<file path="config.mk">
export PLATFORM = sky130hd
export DESIGN_NAME = incr_pipe_engine
export DESIGN_NICKNAME = d
export VERILOG_FILES = /design/src/rtl/incp_pkg.sv /design/src/rtl/incp_issue.sv /design/src/rtl/incp_ring.sv /design/src/rtl/incp_store.sv /design/src/rtl/incr_pipe_engine.sv
export SDC_FILE = /design/constraint.sdc
export NUM_CORES = 1
export LEC_CHECK = 0
export BUFFER_PORTS_ARGS = -buffer_cell sky130_fd_sc_hd__buf_2
export CAP_MARGIN = 20
export CORE_MARGIN = 5
export CORE_UTILIZATION = 48
export DETAILED_ROUTE_END_ITERATION = 7
export GPL_TIMING_DRIVEN = 0
export HOLD_SLACK_MARGIN = 0.15
export PLACE_DENSITY_LB_ADDON = 0.3
export SETUP_SLACK_MARGIN = 0.02
export SLEW_MARGIN = 20
export SYNTH_ARGS = -nofsm -noshare
export SYNTH_HDL_FRONTEND = slang
export SYNTH_SLANG_ARGS = --single-unit
</file>
<file path="constraint.sdc">
create_clock -name clk -period 4.14 [get_ports clk]
set_input_delay 1.035 -clock clk [delete_from_list [all_inputs] [get_ports clk]]
set_output_delay 1.035 -clock clk [all_outputs]
set_load 0.01 [all_outputs]
</file>
<file path="src/rtl/incp_pkg.sv">
package incp_pkg;
  typedef enum logic {
    ST_IDLE = 1'b0,
    ST_RUN  = 1'b1
  } run_state_t;

  localparam int unsigned RING_SLOTS = 4;
endpackage

</file>
<file path="src/rtl/incp_issue.sv">
module incp_issue import incp_pkg::*; #(
  parameter int AW = 16,
  parameter int CW = 16,
  parameter int STEP = 4
) (
  input  logic          clk,
  input  logic          rst,
  input  logic          start_i,
  input  logic [AW-1:0] base_i,
  input  logic [CW-1:0] count_i,
  input  logic          fin_i,
  output logic          launch_o,
  output logic          zero_kick_o,
  output logic          rd_en_o,
  output logic [AW-1:0] rd_addr_o
);
  run_state_t    state_q;
  logic [CW-1:0] remain_q;
  logic          idle_start;

  assign idle_start  = (state_q == ST_IDLE) && start_i;
  assign launch_o    = idle_start && (count_i != '0);
  assign zero_kick_o = idle_start && (count_i == '0);

  always_ff @(posedge clk) begin
    if (rst) begin
      state_q   <= ST_IDLE;
      remain_q  <= '0;
      rd_en_o   <= 1'b0;
      rd_addr_o <= '0;
    end else begin
      case (state_q)
        ST_IDLE: begin
          if (launch_o) begin
            state_q   <= ST_RUN;
            rd_en_o   <= 1'b1;
            rd_addr_o <= base_i;
            remain_q  <= count_i - 1'b1;
          end
        end
        default: begin
          if (rd_en_o) begin
            if (remain_q == '0) begin
              rd_en_o <= 1'b0;
            end else begin
              remain_q  <= remain_q - 1'b1;
              rd_addr_o <= rd_addr_o + AW'(STEP);
            end
          end
          if (fin_i) state_q <= ST_IDLE;
        end
      endcase
    end
  end
endmodule

</file>
<file path="src/rtl/incp_ring.sv">
module incp_ring import incp_pkg::*; #(
  parameter int DW = 32
) (
  input  logic          clk,
  input  logic          rst,
  input  logic          rd_en_i,
  input  logic [DW-1:0] rd_data_i,
  input  logic          wr_en_i,
  output logic          wait_v_o,
  output logic          arrive_v_o,
  output logic [DW-1:0] wr_data_o
);
  localparam int SIDX = $clog2(RING_SLOTS);

  logic [SIDX-1:0] put_idx_q;
  logic [SIDX-1:0] take_idx_q;
  logic [DW-1:0]   slot_q [RING_SLOTS];
  logic [DW-1:0]   bumped;

  assign bumped = rd_data_i + 1'b1;

  always_ff @(posedge clk) begin
    if (rst) begin
      wait_v_o   <= 1'b0;
      arrive_v_o <= 1'b0;
      put_idx_q  <= '0;
      take_idx_q <= '0;
    end else begin
      wait_v_o   <= rd_en_i;
      arrive_v_o <= wait_v_o;
      if (arrive_v_o) put_idx_q  <= put_idx_q + 1'b1;
      if (wr_en_i)    take_idx_q <= take_idx_q + 1'b1;
    end
  end

  for (genvar s = 0; s < RING_SLOTS; s++) begin : g_slot
    always_ff @(posedge clk) begin
      if (arrive_v_o && (put_idx_q == SIDX'(s))) slot_q[s] <= bumped;
    end
  end

  assign wr_data_o = slot_q[take_idx_q];
endmodule

</file>
<file path="src/rtl/incp_store.sv">
module incp_store #(
  parameter int AW = 16,
  parameter int STEP = 4
) (
  input  logic          clk,
  input  logic          rst,
  input  logic          launch_i,
  input  logic [AW-1:0] base_i,
  input  logic          arrive_v_i,
  input  logic          wait_v_i,
  input  logic          rd_en_i,
  input  logic          zero_kick_i,
  output logic          fin_o,
  output logic          wr_en_o,
  output logic [AW-1:0] wr_addr_o,
  output logic          done_o
);
  logic [AW-1:0] wptr_q;

  assign fin_o = wr_en_o && !rd_en_i && !wait_v_i && !arrive_v_i;

  always_ff @(posedge clk) begin
    if (rst) begin
      wptr_q    <= '0;
      wr_en_o   <= 1'b0;
      wr_addr_o <= '0;
      done_o    <= 1'b0;
    end else begin
      wr_en_o <= arrive_v_i;
      done_o  <= fin_o || zero_kick_i;
      if (launch_i) begin
        wptr_q <= base_i;
      end else if (arrive_v_i) begin
        wr_addr_o <= wptr_q;
        wptr_q    <= wptr_q + AW'(STEP);
      end
    end
  end
endmodule

</file>
<file path="src/rtl/incr_pipe_engine.sv">
module incr_pipe_engine #(
  parameter int AW = 16,
  parameter int DW = 32,
  parameter int CW = 16
) (
  input  logic          clk,
  input  logic          rst,
  input  logic          start_i,
  input  logic [AW-1:0] base_i,
  input  logic [CW-1:0] count_i,
  output logic          done_o,
  output logic          rd_en_o,
  output logic [AW-1:0] rd_addr_o,
  input  logic [DW-1:0] rd_data_i,
  output logic          wr_en_o,
  output logic [AW-1:0] wr_addr_o,
  output logic [DW-1:0] wr_data_o
);
  localparam int STEP = DW / 8;

  logic launch, zero_kick, fin, wait_v, arrive_v;

  incp_issue #(.AW(AW), .CW(CW), .STEP(STEP)) issue_i (
    .clk(clk), .rst(rst), .start_i(start_i), .base_i(base_i),
    .count_i(count_i), .fin_i(fin), .launch_o(launch),
    .zero_kick_o(zero_kick), .rd_en_o(rd_en_o), .rd_addr_o(rd_addr_o)
  );

  incp_ring #(.DW(DW)) ring_i (
    .clk(clk), .rst(rst), .rd_en_i(rd_en_o), .rd_data_i(rd_data_i),
    .wr_en_i(wr_en_o), .wait_v_o(wait_v), .arrive_v_o(arrive_v),
    .wr_data_o(wr_data_o)
  );

  incp_store #(.AW(AW), .STEP(STEP)) store_i (
    .clk(clk), .rst(rst), .launch_i(launch), .base_i(base_i),
    .arrive_v_i(arrive_v), .wait_v_i(wait_v), .rd_en_i(rd_en_o),
    .zero_kick_i(zero_kick), .fin_o(fin), .wr_en_o(wr_en_o),
    .wr_addr_o(wr_addr_o), .done_o(done_o)
  );
endmodule

</file>
* After elaboration in Yosys (flattened, before gate mapping) *
Memory sizes are Yosys's and may differ from the RTL's. A register that Yosys moved wholly into a read port is not among the register bits.
Index checks and enable logic that the tools add are counted.

word-level totals
  register bits = 74
  RAM bits = 128
  input port bits = 67
  output and inout bits = 67
  logic and storage cells = 88
  memories kept = 1

memory list
  memory         words  bits a word  read ports  clocked after Yosys merged registers in  write ports  RTL line         source
  ring_i.slot_q  4      32           1           1                                        1            incp_ring.sv:17  logic [DW-1:0] slot_q [RING_SLOTS];

operators by class
  add/sub/neg operators = 7
  equality and inequality tests = 5
  mux-type cells = 36
  bitwise operators = 2
  reductions and logical operators = 25

operator list
  operator                 number
  $mux W16                 10
  $mux W32                 3
  $reduce_or A32 Y1        3
  $add A16 B3 Y16 const B  2
  $add A32 B1 Y32 const B  1
  $logic_not A16 Y1        2
  $sub A16 B1 Y16 const B  2
  $mux W1                  18
  $reduce_bool A16 Y1      1
  $logic_and A1 B1 Y1      10
  $mux W2                  5
  $add A2 B1 Y2 const B    2
  $eq A2 B2 Y1 const B     2
  $reduce_bool A2 Y1       2
  $logic_not A1 Y1         3
  $reduce_and A3 Y1        1
  $eq A2 B1 Y1 const B     1
  $logic_not A2 Y1         1
  $ne A2 B1 Y1 const B     1
  $ne A2 B2 Y1 const B     1
  $not A1 Y1               2
  $reduce_and A2 Y1        1
  $logic_or A1 B1 Y1       1

* Longest topological paths before layout *
Gate-level depths: netlist (run 1).

  word-level depth = 8
  depth in mapped cells = 12
  mapped depth without buffers = 7

* Hierarchy *
Synthesis (run 1) repeated with hierarchy kept, for this count alone.

unflattened totals
  cells, all modules = 785
  area total of the unflattened synthesis = 9,391.5 um^2

modules (own cells, without submodules)
  module      instances  cells each  area each (um^2)
  incp_ring   1          284         5,539.1
  incp_issue  1          321         2,354.8
  incp_store  1          180         1,497.7

* Worst setup path after synthesis (run 1) *
No wires, ideal clock.

  kind = register to register
  start point = register issue_i.state_q
  end point = register issue_i.remain_q[14]
  arrival = 2.971 ns
  required time = 4.066 ns
  slack = 1.095 ns
  stages on the path, launching flop included = 13
  buffers on the path = 5
  clock period less this slack = 3.045 ns
  path through = dfxtp_1 -> buf_6 -> clkbuf_1 -> buf_6 -> clkbuf_1 -> mux2i_1 -> ha_1 -> o21ai_0 -> or3b_1 -> buf_6 -> nor2_4 -> mux2_2 -> a31oi_1

on the way
  word-level cells in the longest chain between the ends = 5
  elaborated cells between the ends (all ways) = 8
  classes of those cells = 2 x eq/ne; 1 x mux; 1 x bitwise; 4 x reduce/logical

RTL lines
  what                          RTL line          source
  start, declared               incp_issue.sv:17  run_state_t state_q;
  start signal, assigned        incp_issue.sv:27  state_q <= ST_IDLE;
  start signal, assigned        incp_issue.sv:35  state_q <= ST_RUN;
  start signal, assigned        incp_issue.sv:50  if (fin_i) state_q <= ST_IDLE;
  $not A1 Y1                    n/a
  $logic_and A1 B1 Y1           incp_issue.sv:21  assign idle_start = (state_q == ST_IDLE) && start_i;
  $logic_and A1 B1 Y1           incp_issue.sv:22  assign launch_o = idle_start && (count_i != '0);
  $reduce_bool A2 Y1 (no line)  n/a
  $reduce_and A3 Y1 (no line)   n/a
  end signal, assigned          incp_issue.sv:38  remain_q <= count_i - 1'b1;
  end signal, assigned          incp_issue.sv:46  remain_q <= remain_q - 1'b1;
  end, declared                 incp_issue.sv:18  logic [CW-1:0] remain_q;

Parallel ways exist; a longest one is shown, timed or not.
A chain may end at the register's enable or synchronous reset.

* Worst setup path after layout (run 1) *
Ends and elaborated chain as after synthesis.

==> out/results.txt, run 1 <==
The switching part of the total power is 0.2432, and the count of synthesis-stage warnings from yosys is 0. Counting both buffers and inverters, the worst setup path holds a total of 5. The worst register-to-register path begins at issue_i.state_q. The share of total power in the clock network is 0.406.

The worst clock skew came out at 0.006347 ns. The area overhead of the layout relative to synthesis works out to 19.13%. The endpoint of the worst register-to-register path is issue_i.remain_q[14]. For this run, the post-layout net count is 1015. Number of filler cells placed in the layout: 1630. The area of the placeable core is 0.01933 mm^2.

The run gives 0 as the final-report setup violation count. For the H-tree depth, the log shows 1. Clock-pin slew was measured on the worst setup and hold paths at 0.06 ns.

The routed layout has 6927 vias. The floorplan step set the die width to 149.6 um. The tools report the filler-free cell count of the finished design as 1221. The predominant post-synthesis flop cell is edfxtp_1. The die height works out to 149.6 um. The setup check on the worst reg-to-reg path leaves a slack of 0.30 ns. For this run, design rule violations remaining after detail routing come to 0. The top-level I/O count is 134. The worst setup path is launched from a register. The largest stage delay on the critical path came out at 0.50 ns. The run finished with clean final reports.

The via density per instance was 5.673; the initial core utilization was 0.4837. The cell area that synthesis handed to floorplanning was 0.009351 mm^2. Each instance of the synthesized netlist takes up on average 11.99 um^2.

Along the worst hold path, the cell count comes to 2. The number of different library cells in the post-synthesis netlist was 71; the switching power was 1.141 mW. For this design the static power due to leakage is 3.892 nW.

The tools report the number of buffers added to fix hold violations after cts as 0. The tools report the post-DP HPWL as 16.21 mm. The antenna diode count came out at 0. The sequential fraction of design power came out at 0.488. The maximum number of pins on one net before global-route repair is 28, and the final RePlAce weighted congestion is 0.9048. The portion of total power attributed to combinational logic came out at 0.107. The run gives 0.02237 mm^2 as the overall die area. The critical path arrival was 4.26 ns.

Most instantiated library cell after synthesis: edfxtp_1. For the detailed-routing iteration count for the pre-antenna-repair pass, the log shows 5. The actual slew at the worst max-slew pin is 0.8736 ns. Setup repair after global routing left no endpoint under its margin. Setup total negative slack on the finished layout was measured at 0 ns. The share of the synthesized area in the top cell type was 0.4110; the peak fanout along the critical path was 10.

The logs give 0.2048 for the total routing resource utilization after global routing and 582 for the DRC violation total after the first TritonRoute iteration. The tools report the via count of the first global-routing pass as 6734. The final worst-path cycle share came out at 0.9283.

The slowest stage of the critical path belongs to the cell dfxtp_1. After floorplanning, the core was divided into 51 placement rows. In the synthesized netlist, the cells that appear most often are 128 x edfxtp_1, 84 x nand2_1, 76 x dfxtp_1, 51 x a21oi_1, 49 x nor2_1. The final number of hold-violating endpoints was 0.

The internal power summed over all cells is 3.550 mW. For the worst flop-to-flop path, the logic depth is 12. The tools report the end point of the worst hold path as store_i.wr_addr_o[8].

The signal on the critical path passes through buf_6 > clkbuf_1 > buf_6 > clkbuf_1 > mux2i_1 > ha_1 > o21ai_0 > or3b_1 > buf_6 > nor2_4 > mux2_2 > a31oi_1. TritonCTS built the clock tree. The share of synthesized flip-flops with an asynchronous set or reset was 0. Clock tree root buffer cell: clkbuf_16. The post-route minimum period came out at 3.843 ns.

In this run the remaining antenna-violating nets after routing total 0. The clock drives 204 sinks. The maximum buffer depth of the clock tree came out at 3. Yosys attributes the largest share of cell area to edfxtp_1 41%, dfxtp_1 16%, mux4_2 7.7%. Number of violations of the max-capacitance limit: 0. STA puts the critical path data required time at 4.55 ns.

Global routing finished with a remaining overflow of 0. The tightest min-delay check is of the reg2reg type. Synthesis inferred 204 register bits. The tools report the kind of end point of the critical path as a register. Summed over all instances, the cell type with the most area after synthesis is edfxtp_1. Grouping stages by cell kind, the critical path spends the most delay in buffers and inverters. The worst setup path is of the reg2reg kind. Synthesis produced a netlist whose cell count is 780. The cell that appears most often on the critical path is buf_6.

Buffers placed on the I/O ports in this run total 132. The hold path startpoint was store_i.wr_addr_o[8]. The average detailed-routed wire length per instance came out at 18.96 um. When the netlist entered floorplanning its net count stood at 855. The tools report the total routed wirelength as 23.15 mm.

The tools report the number of pins exceeding their max-slew limit in the final report as 0. The sequential fraction of the synthesis area is 0.5737, and the cell total after placement is 1181. The number of enable-type register cells in the synthesized netlist works out to 128. For the upper clock frequency limit, the log shows 260.2 MHz. The clock reaches the later pin of the worst-skew pair after 0.49 ns. The run gives 0.4176 as the relative slew slack. VDD sags by at most 0.2875 mV. The first global-routing pass estimated 36.55 mm of wire. The power per cell area works out to 421.1 mW/mm^2. The fraction of layout instances using a drive strength above 1 was 0.2490; the clock buffer count from CTS was 22.

The number of antenna violations at the first check in global routing is 0. The first element of the critical path is issue_i.state_q.
metal layers:
| layer | up-vias | global-route usage | routed length, um |
|---|---|---|---|
| li1 | 3259 | - | - |
| met5 | - | 0 | 0 |
| met3 | 42 | 0.03634 | 1936 |
| met1 | 3334 | 0.2766 | 9645 |
| met4 | 0 | 0.05309 | 523 |
| met2 | 292 | 0.3443 | 11040 |
state kept, by name (all words and copies together), names as in the netlist, named ones only:
register and count:
ring_i.wait_v_o 1, issue_i.rd_en_o 1, ring_i.arrive_v_o 1, issue_i.rd_addr_o 16, store_i.wptr_q 16, ring_i.put_idx_q 2
store_i.wr_en_o 1, ring_i.slot_q 128, store_i.done_o 1, ring_i.take_idx_q 2, issue_i.state_q 1, issue_i.remain_q 16
store_i.wr_addr_o 16
final cells by class:
type	instances	area, um^2	share of cell area
Clock inverter	10	78.83	0.007075
Sequential cell	204	5365	0.4816
Buffer	42	212.7	0.01909
Tap cell	265	331.6	0.02976
Timing Repair Buffer	136	740.7	0.06649
Inverter	12	45.04	0.004043
Clock buffer	30	631.9	0.05672
Multi-Input combinational cell	522	3735	0.3352
power groups by stage:
stage / Sequential [mW] / Clock [mW] / Combinational, mW
5_1_grt: 2.30 / 2.04 / 0.545
3_3_place_gp: 2.33 / 0 / 0.484
2_1_floorplan: 2.32 / 0 / 0.306
3_5_place_dp: 2.33 / 0 / 0.494
4_1_cts: 2.29 / 1.95 / 0.496
6_report: 2.29 / 1.90 / 0.500
stage by stage:
step | util | hold slack, ns | setup slack (ns) | area, um^2 | power [mW]
after floorplan | - | 0.4301 | 1.095 | 9351 | 2.624
after global placement | 0.5350 | 0.4338 | 0.2903 | 10340 | 2.813
after detailed placement | 0.5394 | 0.4447 | 0.3232 | 10430 | 2.822
after CTS | 0.5761 | 0.4528 | 0.3085 | 11140 | 4.734
after global routing | 0.5762 | 0.4737 | 0.04808 | 11140 | 4.881
final | 0.5762 | 0.4499 | 0.2969 | 11140 | 4.691
how the worst max path moves through the flow:
| stage | end | cells after the start | slack (ns) |
|---|---|---|---|
| floorplan | issue_i.remain_q[14] | 12 | 1.09 |
| global placement | issue_i.remain_q[14] | 11 | 0.29 |
| detailed placement | issue_i.remain_q[14] | 11 | 0.32 |
| CTS | issue_i.remain_q[14] | 11 | 0.31 |
| global route | issue_i.remain_q[14] | 12 | 0.05 |
| finish | issue_i.remain_q[14] | 12 | 0.30 |
cell usage in the layout (no fill, tap or decap), drive strengths merged, types with 30 or more instances in the layout:
master	count
nand2	84
xnor2	30
mux4	32
a21oi	51
nor2	50
edfxtp	128
clkbuf	55
dfxtp	76
buf	152
o21ai	32
tightest hold or removal path: cells and delay by family (launching register included):
family           cells  cell delay [ns]
AO/OA/AOI/OAI        1             0.05
flip-flops           1             0.30
AND/OR/NAND/NOR      1             0.05
logic make-up after synthesis:
family | after synthesis | share of synthesized area
compound gates | 156 | 0.1115
xor+xnor | 49 | 0.04589
fa+ha+maj | 8 | 0.01070
buf+inv | 54 | 0.02743
flops | 204 | 0.5737
mux | 40 | 0.08576
simple gates | 269 | 0.1450
repair_timing:
item,CTS,global route
setup buffers,0,0
setup endpoints to repair,0,1
gates resized for setup,0,2
No activity file was read; power rests on OpenSTA's default activity.
==> inputs of run 2 (changes only) <==
==> constraint.sdc (replaced) <==
create_clock -name clk -period 3.5 [get_ports clk]
set_input_delay 0.875 -clock clk [delete_from_list [all_inputs] [get_ports clk]]
set_output_delay 0.875 -clock clk [all_outputs]
set_load 0.01 [all_outputs]
==> out/results.txt, run 2 (synthesis gave the netlist of run 1 again) <==
The run gives 3.897 nW (was 3.892 nW) as the leakage power summed over all cells. The post-layout net count was 1013 (was 1015). The area of the multi-input gates was 0.003735 mm^2 (unchanged); the worst clock skew was 0.009570 ns (was 0.006347 ns). The clock net sink count came out at 204 (unchanged).

The DRC violation total after the first TritonRoute iteration is 562 (was 582). The number of flip-flops in the largest register is 128 (unchanged), and the area overhead of the layout relative to synthesis is 19.29% (was 19.13%). The final RePlAce weighted congestion was 0.9048 (unchanged).

For the total routing resource utilization after global routing, the log shows 0.2044 (was 0.2048). The post-DP HPWL was 16.21 mm (unchanged); the overall die area was 0.02237 mm^2 (unchanged). The final number of hold-violating endpoints was 0 (unchanged).

The overall power was 5.547 mW (was 4.691 mW). The run gives 22 (unchanged) as the clock buffer count from CTS. For the worst slack at placement, the log shows -0.3168 ns (was 0.3232 ns). The final setup TNS was 0 ns (unchanged); the remaining design rule violation count was 0 (unchanged). The tools report the clock tree root buffer cell as clkbuf_16 (unchanged). The cell depth of the worst flop-to-flop path is 10 (was 12).

Critical path cell sequence: clkbuf_1 > clkdlybuf4s15_2 > mux4_2 > buf_2 (was buf_6 > clkbuf_1 > buf_6 > clkbuf_1 > mux2i_1 > ha_1 > o21ai_0 > or3b_1 > buf_6 > nor2_4 > mux2_2 > a31oi_1). The number of antenna violations at the first check in global routing came out at 0 (unchanged). The last element of the critical path was wr_data_o[1] (was issue_i.remain_q[14]). The hold path startpoint is store_i.wr_addr_o[8] (unchanged).

The run gives 28 (unchanged) as the maximum number of pins on one net before global-route repair. The logs give 3 (unchanged) for the maximum buffer depth of the clock tree and 0 (unchanged) for the overflow left after global routing. The tools report the final standard cell area without fillers as 0.01116 mm^2 (was 0.01114 mm^2). Kind of end point of the critical path: an output pin (was a register). Count of buffers from port buffering: 132 (unchanged). TritonCTS built the clock tree. The post-CTS setup repair buffer count is 0 (unchanged). The most frequent standard cell in the layout excluding fill and tap cells was buf_2 (unchanged). The final worst-path cycle share is 0.9206. Via count of the first global-routing pass: 6735 (was 6734). The via density per instance was 5.686 (was 5.673); the die height was 149.6 um (unchanged).

The H-tree depth is 1 (unchanged). The logs give 0.33 ns (was 0.30 ns) for the slack of the worst reg-to-reg path and 1627 (was 1630) for the number of filler cells placed in the layout. The antenna diode count was 0 (unchanged). Peak fanout along the critical path: 10 (unchanged). The number of standard-cell rows in the floorplan is 51 (unchanged).

The largest stage delay on the critical path came out at 0.58 ns (was 0.50 ns). The area of the placeable core was 0.01933 mm^2 (unchanged). Worst hold path class: reg2reg (unchanged). The tools report the top-level I/O count as 134 (unchanged). The tools report the final critical-path setup slack as 0.2779 ns (was 0.2969 ns). Final-report setup violation count: 0 (unchanged).

The run gives 0.3408 mV (was 0.2875 mV) as the worst voltage drop across the vdd grid. For the number of nets still failing antenna checks after routing, the log shows 0 (unchanged). The total routed wirelength was 23.02 mm (was 23.15 mm); the critical path data required time was 2.62 ns (was 4.55 ns). The total number of vias was 6931 (was 6927); the clock latency reported for the late side of the worst-skew pair was 0.49 ns (about the same). The die outline width is 149.6 um (unchanged). Post-place instance area: 0.01043 mm^2 (unchanged). The logs give 0.5770 (was 0.5762) for the final design utilization and 5 (unchanged) for the detailed-routing iteration count for the pre-antenna-repair pass.

The clock-pin slew on the worst setup and hold paths is 0.06 ns (about the same), and the upper clock frequency limit is 310.4 MHz. Setup repair after global routing left no endpoint under its margin. The global-route wire length before repair was 36.48 mm (was 36.55 mm); the power per cell area was 497.3 mW/mm^2 (was 421.1 mW/mm^2). The fraction of layout instances using a drive strength above 1 is 0.2526 (was 0.2490). The number of violations of the max-capacitance limit is 0 (unchanged), and the relative slew slack is 0.4693 (was 0.4176). The run gives 0.005365 mm^2 (unchanged) as the area taken by flip-flops and latches. For the critical path arrival, the log shows 2.35 ns (was 4.26 ns). Most flop-heavy register: ring_i.slot_q (unchanged).

Start of the worst register-to-register path: issue_i.state_q (unchanged). The average detailed-routed wire length per instance is 18.88 um (was 18.96 um), and the actual slew at the worst max-slew pin is 0.7960 ns (was 0.8736 ns). The library cell contributing the largest single delay on the critical path was mux4_2 (was dfxtp_1). The critical path class was reg2out (was reg2reg). The endpoint of the worst register-to-register path was issue_i.remain_q[14] (unchanged).

The run finished with clean final reports. The startpoint type of the worst setup path was a register (unchanged). Commonest cells after routing, fill and taps aside: 138 x buf_2, 128 x edfxtp_1, 84 x nand2_1 (unchanged).

The initial core utilization was 0.4837 (unchanged); the post-route minimum period was 3.222 ns. The number of pins exceeding their max-slew limit in the final report came out at 0 (unchanged).
[run 2: cell types whose count changed in the layout (fill, tap and decap cells not counted), sizes merged]
cell,before,now
buf,152,149
clkbuf,55,53
clkdlybuf4s15,0,3
[run 2: how the worst min path moves through the flow]
stage                                       to  cells after the start
after global routing      store_i.wr_addr_o[0]                      2
after detailed placement  store_i.wr_addr_o[8]                      2
after global placement       ring_i.arrive_v_o                      1
final                     store_i.wr_addr_o[8]                      2
after floorplan              ring_i.arrive_v_o                      1
after CTS                 store_i.wr_addr_o[8]                      2
[run 2: layer usage]
layer	track usage	up-vias	routed length (um)
met4	0.05355	0	488
met2	0.3434	279	11070
met1	0.2760	3353	9698
met3	0.03634	40	1765
met5	0	-	0
li1	-	3259	-
[run 2: timing repair]
| action | CTS | global route |
|---|---|---|
| hold buffers | 0 | 0 |
| resized for setup | 7 | 0 |
| endpoints found under the setup margin | 31 | 4 |
[run 2: per-stage QoR]
| stage | hold WS [ns] | instances |
|---|---|---|
| global route | 0.4737 | 1219 |
| CTS | 0.4528 | 1220 |
| floorplan | 0.4301 | 780 |
| detailed placement | 0.4447 | 1181 |
| finish | 0.4499 | 1219 |
| global placement | 0.4338 | 1177 |
[run 2: layout make-up]
class | instances | area share
buffer | 40 | 0.02041
clock buffer | 30 | 0.05664
clock inverter | 10 | 0.007066
inverter | 12 | 0.004038
multi-input combinational | 522 | 0.3348
sequential | 204 | 0.4809
tap | 265 | 0.02972
timing repair buffer | 136 | 0.06640
[run 2: report_power, final]
| part | switching, mW | total (mW) | leakage (nW) | internal [mW] |
|---|---|---|---|---|
| logic | 0.355 | 0.589 | 1.77 | 0.234 |
| clock network | 0.914 | 2.25 | 0.351 | 1.34 |
| registers | 0.0783 | 2.71 | 1.78 | 2.63 |
[run 2: critical path, delay by kind of cell (launching register included)]
| kind | cells | cell delay [ns] |
|---|---|---|
| multiplexers | 1 | 0.58 |
| flip-flops | 1 | 0.31 |
| buffers and inverters | 3 | 0.97 |
